## src/rtl/dsp_pkg.sv

```systemverilog
package dsp_pkg;

  localparam int FLAG_W   = 5;
  localparam int FB_SQSH  = 0;
  localparam int FB_LOAD  = 1;
  localparam int FB_STORE = 2;
  localparam int FB_NSPEC = 3;
  localparam int FB_NOP   = 4;

  typedef enum logic [2:0] {
    K_SKIP  = 3'd0,
    K_LOAD  = 3'd1,
    K_STORE = 3'd2,
    K_NSPEC = 3'd3,
    K_NOP   = 3'd4,
    K_PLAIN = 3'd5
  } kind_e;

endpackage

```

## src/rtl/dsp_classify.sv

```systemverilog
module dsp_classify
  import dsp_pkg::*;
#(
  parameter int W = 4
) (
  input  logic [W*FLAG_W-1:0] flags,
  output kind_e               kind [W]
);

  for (genvar s = 0; s < W; s++) begin : g_slot
    logic [FLAG_W-1:0] f;
    assign f = flags[s*FLAG_W +: FLAG_W];

    always_comb begin
      if      (f[FB_SQSH])  kind[s] = K_SKIP;
      else if (f[FB_LOAD])  kind[s] = K_LOAD;
      else if (f[FB_STORE]) kind[s] = K_STORE;
      else if (f[FB_NSPEC]) kind[s] = K_NSPEC;
      else if (f[FB_NOP])   kind[s] = K_NOP;
      else                  kind[s] = K_PLAIN;
    end
  end

endmodule

```

## src/rtl/dsp_scan.sv

```systemverilog
module dsp_scan
  import dsp_pkg::*;
#(
  parameter int W        = 4,
  parameter int IQ_DEPTH = 16,
  parameter int FREE_W   = $clog2(IQ_DEPTH + 1)
) (
  input  logic              en,
  input  logic [W-1:0]      slot_vld,
  input  kind_e             kind [W],
  input  logic [FREE_W-1:0] iq_free,
  output logic [W-1:0]      iq_o,
  output logic [W-1:0]      nsp_o,
  output logic [W-1:0]      lsq_o,
  output logic [W-1:0]      nop_o,
  output logic [W-1:0]      cmt_o,
  output logic [W-1:0]      tk_o,
  output logic              stall_o
);

  localparam int CW = $clog2(IQ_DEPTH + W + 1) + 1;

  logic [CW-1:0] free_x;
  assign free_x = {{(CW-FREE_W){1'b0}}, iq_free};

  logic [CW-1:0] used;
  logic          alive;
  logic          full;

  always_comb begin
    iq_o    = '0;
    nsp_o   = '0;
    lsq_o   = '0;
    nop_o   = '0;
    cmt_o   = '0;
    tk_o    = '0;
    stall_o = 1'b0;
    alive   = en;
    used    = '0;
    full    = 1'b0;
    for (int i = 0; i < W; i++) begin
      if (alive) begin
        if (!slot_vld[i]) begin
          alive = 1'b0;
        end else begin
          full = (used >= free_x);
          case (kind[i])
            K_SKIP: tk_o[i] = 1'b1;
            K_LOAD: begin
              lsq_o[i] = 1'b1;
              if (full) begin
                stall_o = 1'b1;
                alive   = 1'b0;
              end else begin
                iq_o[i] = 1'b1;
                tk_o[i] = 1'b1;
                used    = used + CW'(1);
              end
            end
            K_STORE: begin
              lsq_o[i] = 1'b1;
              nsp_o[i] = 1'b1;
              cmt_o[i] = 1'b1;
              tk_o[i]  = 1'b1;
              used     = used + CW'(1);
            end
            K_NSPEC: begin
              nsp_o[i] = 1'b1;
              cmt_o[i] = 1'b1;
              tk_o[i]  = 1'b1;
              used     = used + CW'(1);
            end
            K_NOP: begin
              nop_o[i] = 1'b1;
              cmt_o[i] = 1'b1;
              tk_o[i]  = 1'b1;
            end
            default: begin
              if (full) begin
                stall_o = 1'b1;
                alive   = 1'b0;
              end else begin
                iq_o[i] = 1'b1;
                tk_o[i] = 1'b1;
                used    = used + CW'(1);
              end
            end
          endcase
        end
      end
    end
  end

  // a normal insert never exceeds the entries free at group start
  always_comb begin
    if (en) begin
      p_iq_cap_r9: assert ($countones(iq_o) <= int'(iq_free) || $countones(iq_o) == 0);
    end
  end

endmodule

```

## src/rtl/dsp_steer.sv

```systemverilog
module dsp_steer
  import dsp_pkg::*;
#(
  parameter int W        = 4,
  parameter int IQ_DEPTH = 16,
  parameter int FREE_W   = $clog2(IQ_DEPTH + 1)
) (
  input  logic                clk,
  input  logic                rst_n,
  input  logic                squashing,
  input  logic                grp_valid,
  output logic                grp_ready,
  input  logic [W-1:0]        slot_vld,
  input  logic [W*FLAG_W-1:0] slot_flags,
  input  logic [FREE_W-1:0]   iq_free,
  output logic                out_valid,
  output logic [W-1:0]        iq_ins,
  output logic [W-1:0]        nsp_ins,
  output logic [W-1:0]        lsq_ins,
  output logic [W-1:0]        nop_done,
  output logic [W-1:0]        commit_ok,
  output logic [W-1:0]        taken,
  output logic                stall_req
);

  kind_e        kind [W];
  logic         accept;
  logic [W-1:0] c_iq, c_nsp, c_lsq, c_nop, c_cmt, c_tk;
  logic         c_stall;

  assign grp_ready = !squashing;
  assign accept    = grp_valid && grp_ready;

  dsp_classify #(.W(W)) u_cls (
    .flags (slot_flags),
    .kind  (kind)
  );

  dsp_scan #(.W(W), .IQ_DEPTH(IQ_DEPTH), .FREE_W(FREE_W)) u_scan (
    .en       (accept),
    .slot_vld (slot_vld),
    .kind     (kind),
    .iq_free  (iq_free),
    .iq_o     (c_iq),
    .nsp_o    (c_nsp),
    .lsq_o    (c_lsq),
    .nop_o    (c_nop),
    .cmt_o    (c_cmt),
    .tk_o     (c_tk),
    .stall_o  (c_stall)
  );

  always_ff @(posedge clk or negedge rst_n) begin
    if (!rst_n) begin
      out_valid <= 1'b0;
      iq_ins    <= '0;
      nsp_ins   <= '0;
      lsq_ins   <= '0;
      nop_done  <= '0;
      commit_ok <= '0;
      taken     <= '0;
      stall_req <= 1'b0;
    end else begin
      out_valid <= accept;
      iq_ins    <= c_iq;
      nsp_ins   <= c_nsp;
      lsq_ins   <= c_lsq;
      nop_done  <= c_nop;
      commit_ok <= c_cmt;
      taken     <= c_tk;
      stall_req <= c_stall;
    end
  end

  // a squashing cycle leaves no result behind
  p_squash_r8: assert property (@(posedge clk) disable iff (!rst_n)
    $past(squashing) |-> !out_valid);

  // no strobe without a result
  p_idle_r8: assert property (@(posedge clk) disable iff (!rst_n)
    !out_valid |-> ((iq_ins | nsp_ins | lsq_ins | nop_done | commit_ok | taken) == '0 && !stall_req));

  // only slots that were valid can be taken
  p_taken_r1: assert property (@(posedge clk) disable iff (!rst_n)
    out_valid |-> ((taken & ~$past(slot_vld)) == '0));

  // a stall comes with a result
  p_stall_r7: assert property (@(posedge clk) disable iff (!rst_n)
    stall_req |-> out_valid);

  for (genvar s = 0; s < W; s++) begin : g_chk
    // one issue-side target per slot
    p_onehot_r10: assert property (@(posedge clk) disable iff (!rst_n)
      $onehot0({iq_ins[s], nsp_ins[s], nop_done[s]}));
    // commit-ready only with non-speculative insert or nop
    p_commit_r4: assert property (@(posedge clk) disable iff (!rst_n)
      commit_ok[s] |-> (nsp_ins[s] || nop_done[s]));
    // a load/store reservation never pairs with a nop completion
    p_lsq_r3: assert property (@(posedge clk) disable iff (!rst_n)
      lsq_ins[s] |-> !nop_done[s]);
    if (s > 0) begin : g_ord
      // taken slots form a run starting at slot 0
      p_order_r1: assert property (@(posedge clk) disable iff (!rst_n)
        taken[s] |-> taken[s-1]);
    end
  end

endmodule

```

## config.mk

```make
export PLATFORM = sky130hd
export DESIGN_NAME = dsp_steer
export DESIGN_NICKNAME = d
export VERILOG_FILES = /design/src/rtl/dsp_pkg.sv /design/src/rtl/dsp_classify.sv /design/src/rtl/dsp_scan.sv /design/src/rtl/dsp_steer.sv
export SDC_FILE = /design/constraint.sdc
export NUM_CORES = 1
export LEC_CHECK = 0
export BUFFER_PORTS_ARGS = -buffer_cell sky130_fd_sc_hd__clkbuf_2
export CORE_MARGIN = 4
export CORE_UTILIZATION = 45
export DETAILED_ROUTE_END_ITERATION = 10
export PLACE_DENSITY = 0.77
export SLEW_MARGIN = 25
export SYNTH_ARGS = -nofsm -noshare
export SYNTH_HDL_FRONTEND = slang
export SYNTH_SLANG_ARGS = --single-unit
```

## constraint.sdc

```tcl
create_clock -name clk -period 0.9 [get_ports clk]
set_input_delay 0.27 -clock clk [delete_from_list [all_inputs] [get_ports clk]]
set_output_delay 0.27 -clock clk [all_outputs]
set_load 0.01 [all_outputs]
```

==> summary.txt, run 1 <==
Synth
  – Netlist Area Pre-Place: 1460 sq um
  – Avg Cell Area, Syn: between 10 and 15 sq um
  – Unique masters post-synth: 40
  – Sequential fraction of the synthesis area: 44.6%
  – Synth Warn #: 0
  – FF+latch count, synth: 26
  – Gate Count Post-Synth: ~150
  – Syn Nets: 185

Placement
  – Hpwl dp: between 3000 and 4000 microns
  – PortBufs: 59
  – Placed insts: 311
  – RD Place Congestion: 0.849

Clock network
  – H-tree depth: 1
  – CTS buffer count: 3
  – Clk buf depth: 2
  – Resized cells post-CTS: 65
  – Clock sinks: 26
  – Root buffer cell: clkbuf_4
  – Hold-fix buffers, CTS: 1
  – Post-CTS setup buffers: 32

Die
  – # IOs: 60
  – Floorplan row count: 20
  – Die X: 64.9 microns
  – Die Y: 64.9 microns
  – Starting density of the core: approximately 47%

Status
  – Halt Stage: clock tree synthesis
  – Status: aborted with a tool error
  – Tool error: [ERROR DPL-0033] detailed placement checks failed during check placement.
-- metrics by stage --
stage / TNS, ps / util (%) / instance area [sq um] / setup slack, ps
2_1_floorplan: -27850 / - / 1550 / -3050
3_3_place_gp: -35160 / 77.4 / 2380 / -3270
3_5_place_dp: -38210 / 77.4 / 2380 / -3550
-- kinds of logic after synthesis --
| family | synth area share (%) |
|---|---|
| adder cells (fa/ha/maj) | 6.00 |
| multiplexers | 1.03 |
| AND/OR/NAND/NOR | 27.1 |
| AO/OA/AOI/OAI | 18.4 |
| buffers and inverters | 2.83 |
| flip-flops | 44.6 |
-- synth_stat cells, drive strengths merged --
master   instances  area, sq um
dfrtp           26          651
nor2            19         71.3
nor3            13         65.1
nand2           10         37.5
inv              9         33.8
a21oi            7         35.0
ha               7         87.6
o21ai            6         30.0
nor2b            5         31.3
nor4             5         31.3
a2111oi          4         62.6
a211oi           3         35.0
nand2b           3         18.8
nand3b           3         22.5
a31oi            2         18.8
and2             2         12.5
o2111a           2         23.8
or2              2         12.5
or3              2         12.5
a21bo            1         10.0
a21boi           1         7.51
a21o             1         7.51
a32o             1         11.3
and2b            1         7.51
buf              1         7.51
mux2             1         15.0
nand3            1         5.00
nand4bb          1         27.5
nor4b            1         15.0
o211a            1         10.0
o311ai           1         8.76
o32ai            1         8.76
or4              1         11.3
or4b             1         13.8
==> inputs of run 2 (changes only) <==
- CORE_UTILIZATION: 45 -> 30
- PLACE_DENSITY: 0.77 -> not set
- PLACE_DENSITY_LB_ADDON: not set -> 0.15
==> run 2 against run 1 <==
The flow now finishes, with violations (negative setup slack). Synthesized area unchanged. Synthesized cell count unchanged.
==> summary.txt, run 2 <==
STA
  – Final Worst Setup Slack: -3060 ps
  – Final Hold Fails: 0
  – Relative max-transition margin: 68.5%
  – Tmin final: 3960 ps
  – RSZ-0062 raised after global routing: yes
  – Worst-Margin Slew: 468 ps
  – FMAX: 0.252 GHz
  – Slew Viols, Final: 0
  – Final setup vio count: 47
  – Period utilization: 440%

Power
  – Logic gate share of total power: between 20% and 30%
  – Pleak: approximately 1.5 nW
  – Pwr per Cell Area: 913 nW/um^2
  – Power Internal: 1.94 mW
  – Sequential power share: between 40 and 50%
  – Sw frac: between 20% and 30%
  – VDD IR max: 0.000573 V
  – P_sw: between 0.6 and 0.7 mW
  – Power consumption: 2.63 mW
  – Clock power frac: roughly 29%

Synth
  – Syn Nets: 185 (unchanged)
  – Gate Count Post-Synth: 145 (unchanged)
  – Sequential fraction of the synthesis area: 44.6% (unchanged)
  – Post-synth EDFFs: 0 (unchanged)
  – Netlist Area Pre-Place: 1460 sq um (unchanged)
  – Largest cells by area after synthesis: dfrtp_1, ha_1, nor2_1, nor3_1, nand2_1
  – FF+latch count, synth: 26 (unchanged)
  – Synth top area share: 44.6% (unchanged)
  – Most numerous cell in the Yosys netlist: dfrtp_1
  – Avg Cell Area, Syn: 10.1 sq um (unchanged)
  – Synth Warn #: 0 (unchanged)
  – Synth Flop Type: dfrtp_1
  – List of most frequent post-synthesis cells: dfrtp_1, nor2_1, nor3_1, nand2_1, inv_1
  – Unique masters post-synth: 40 (unchanged)
  – Async SR Flop Fraction: 100% (unchanged)
  – Cell taking the most area after synthesis: dfrtp_1

Routing
  – Vias: between 1500 and 2000
  – Routed Antenna Nets: 0
  – DRC: 0
  – DR iter-0 viols: 59
  – WL final: around 5000 microns
  – Routed vias/inst: 4.66
  – Pre-antenna DRT Iters: 4
  – Routed len/inst: 14.1 microns

Die
  – Starting density of the core: 30.9% (-17 points)
  – Die X: 77.7 microns (+20%)
  – # IOs: 60 (unchanged)
  – Floorplan row count: 25 (+25%)
  – Die Y: 77.7 microns (+20%)
  – Core footprint: 4720 sq um
  – Overall die area: 6040 sq um

Placement
  – Post-DP Area: 2360 sq um (-1.0%)
  – Hpwl dp: 3690 microns (+2.2%)
  – RD Place Congestion: 0.767 (-9.7%)
  – PortBufs: 59 (unchanged)

Clock network
  – Clk buf depth: 2 (unchanged)
  – Clock sinks: 26 (unchanged)
  – H-tree depth: 1 (unchanged)
  – Clk slew on worst S/H paths: 90 ps
  – Root buffer cell: clkbuf_8
  – CTS buffer count: 3 (unchanged)
  – CTS tree: yes

Critical path
  – CP Capture Type: register
  – Worst EP required: ~1100 ps
  – Critical path arrival: 4150 ps
  – CP startpoint kind: input port
  – Crit path kind: input port to register
  – Critical path peak fanout: 3
  – Crit path launch: slot_flags[1]

Layout
  – Fillers: 410
  – Post-route cell area: 2880 sq um
  – Most frequent cells in the layout: buf_4, clkbuf_2, dfrtp_1
  – Diode count: 0
  – Area delta synth->final: 97.3%
  – Final net count: 329
  – Final core utilization: 61.0%
  – FF/Latch Area: 651 sq um
  – Most common cell after layout, fill and taps aside: buf_4
  – Multi-input logic area: 1090 sq um
  – Fraction of layout cells with a size suffix above 1: slightly below 70%

Global route
  – GRT Overall Usage: 16.5%
  – Vias in the first global route: 1767
  – Overflow after GRT: 0
  – Initial antenna violation count: 0
  – Largest net degree at the start of global routing: 27
  – First-pass GRT wire length: 8090 microns

Flow run
  – Max-cap viol count: 0

Min path
  – HP Start: slot_flags[16]
  – Tightest Hold Check Type: input port to register

Status
  – Violated checks: negative setup slack
  – Status: finished with violations
==> run 2: cell counts after synthesis <==
No cell type changed its count.
==> run 2: final timing paths <==
check / end / slack [ps] / cells after the start
hold / removal: commit_ok[3] / 250 / 2
max in group asynchronous: iq_ins[0] / 270 / 3
min in group asynchronous: commit_ok[3] / 480 / 3
setup / recovery: iq_ins[3] / -3060 / 25
==> run 2: critical path, cell delays in order <==
cell and delay, ps:
buf_8 70, nand2b_4 110, a21boi_4 180, nor2_2 70, nor2_2 130, inv_2 80
ha_4 280, nor2b_4 40, or3_4 400, ha_4 180, nand2_4 50, a21oi_4 60
ha_4 230, nor2b_4 120, o21ai_2 120, o211a_1 190, o21ai_2 90, a31oi_4 170
mux2_4 330, ha_4 240, a21oi_2 120, nor2b_1 60, o21ai_2 210, o21ai_1 110
a211oi_2 210
==> run 2: cells by family (layout without fill, tap and decap cells) <==
group | Yosys count | count (layout) | synth area share (%)
adder cells (fa/ha/maj) | 7 | 7 | 6.00
flip-flops | 26 | 26 | 44.6
multiplexers | 1 | 1 | 1.03
AO/OA/AOI/OAI | 31 | 31 | 18.4
buffers and inverters | 10 | 153 | 2.83
AND/OR/NAND/NOR | 70 | 70 | 27.1
==> run 2: final cells by class <==
class / instances / share of cell area [%]
clock buffer: 4 / 1.91
timing repair buffer: 140 / 33.7
inverter: 9 / 1.17
tap: 67 / 2.91
multi-input combinational: 109 / 37.7
sequential: 26 / 22.6
==> run 2: power groups by stage <==
stage | clock, mW | combinational (mW) | sequential [mW]
6_report | 0.752 | 0.695 | 1.18
5_1_grt | 0.805 | 0.754 | 1.18
4_1_cts | 0.778 | 0.621 | 1.18
3_5_place_dp | 0 | 0.542 | 1.21
3_3_place_gp | 0 | 0.525 | 1.21
2_1_floorplan | 0 | 0.166 | 1.21
==> run 2: metrics by stage <==
step | setup TNS, ps | hold slack (ps) | std cells | worst slack, ps
floorplan | -27850 | -25.6 | 145 | -3050
global placement | -35530 | 223 | 327 | -3320
detailed placement | -37570 | 225 | 327 | -3480
CTS | -34100 | 231 | 349 | -3110
global route | -35940 | 259 | 355 | -3200
finish | -33360 | 254 | 355 | -3060
==> run 2: metal layers <==
metal	vias to the layer above	GRT usage [%]	wire (microns)
li1	820	-	-
met1	795	20.1	2050
met2	33	30.0	2720
met3	8	2.55	179
met4	0	4.63	63
met5	-	0	0
==> run 2: repair_timing <==
item / in CTS / in global routing
hold buffers: 1 / 0
setup buffers: 19 / 9
gates resized for setup: 26 / 31
endpoints found under the hold margin: 26 / 0
pin swaps: 15 / 24
setup endpoints to repair: 48 / 48
Note: power is estimated with default switching activity, not from simulation.
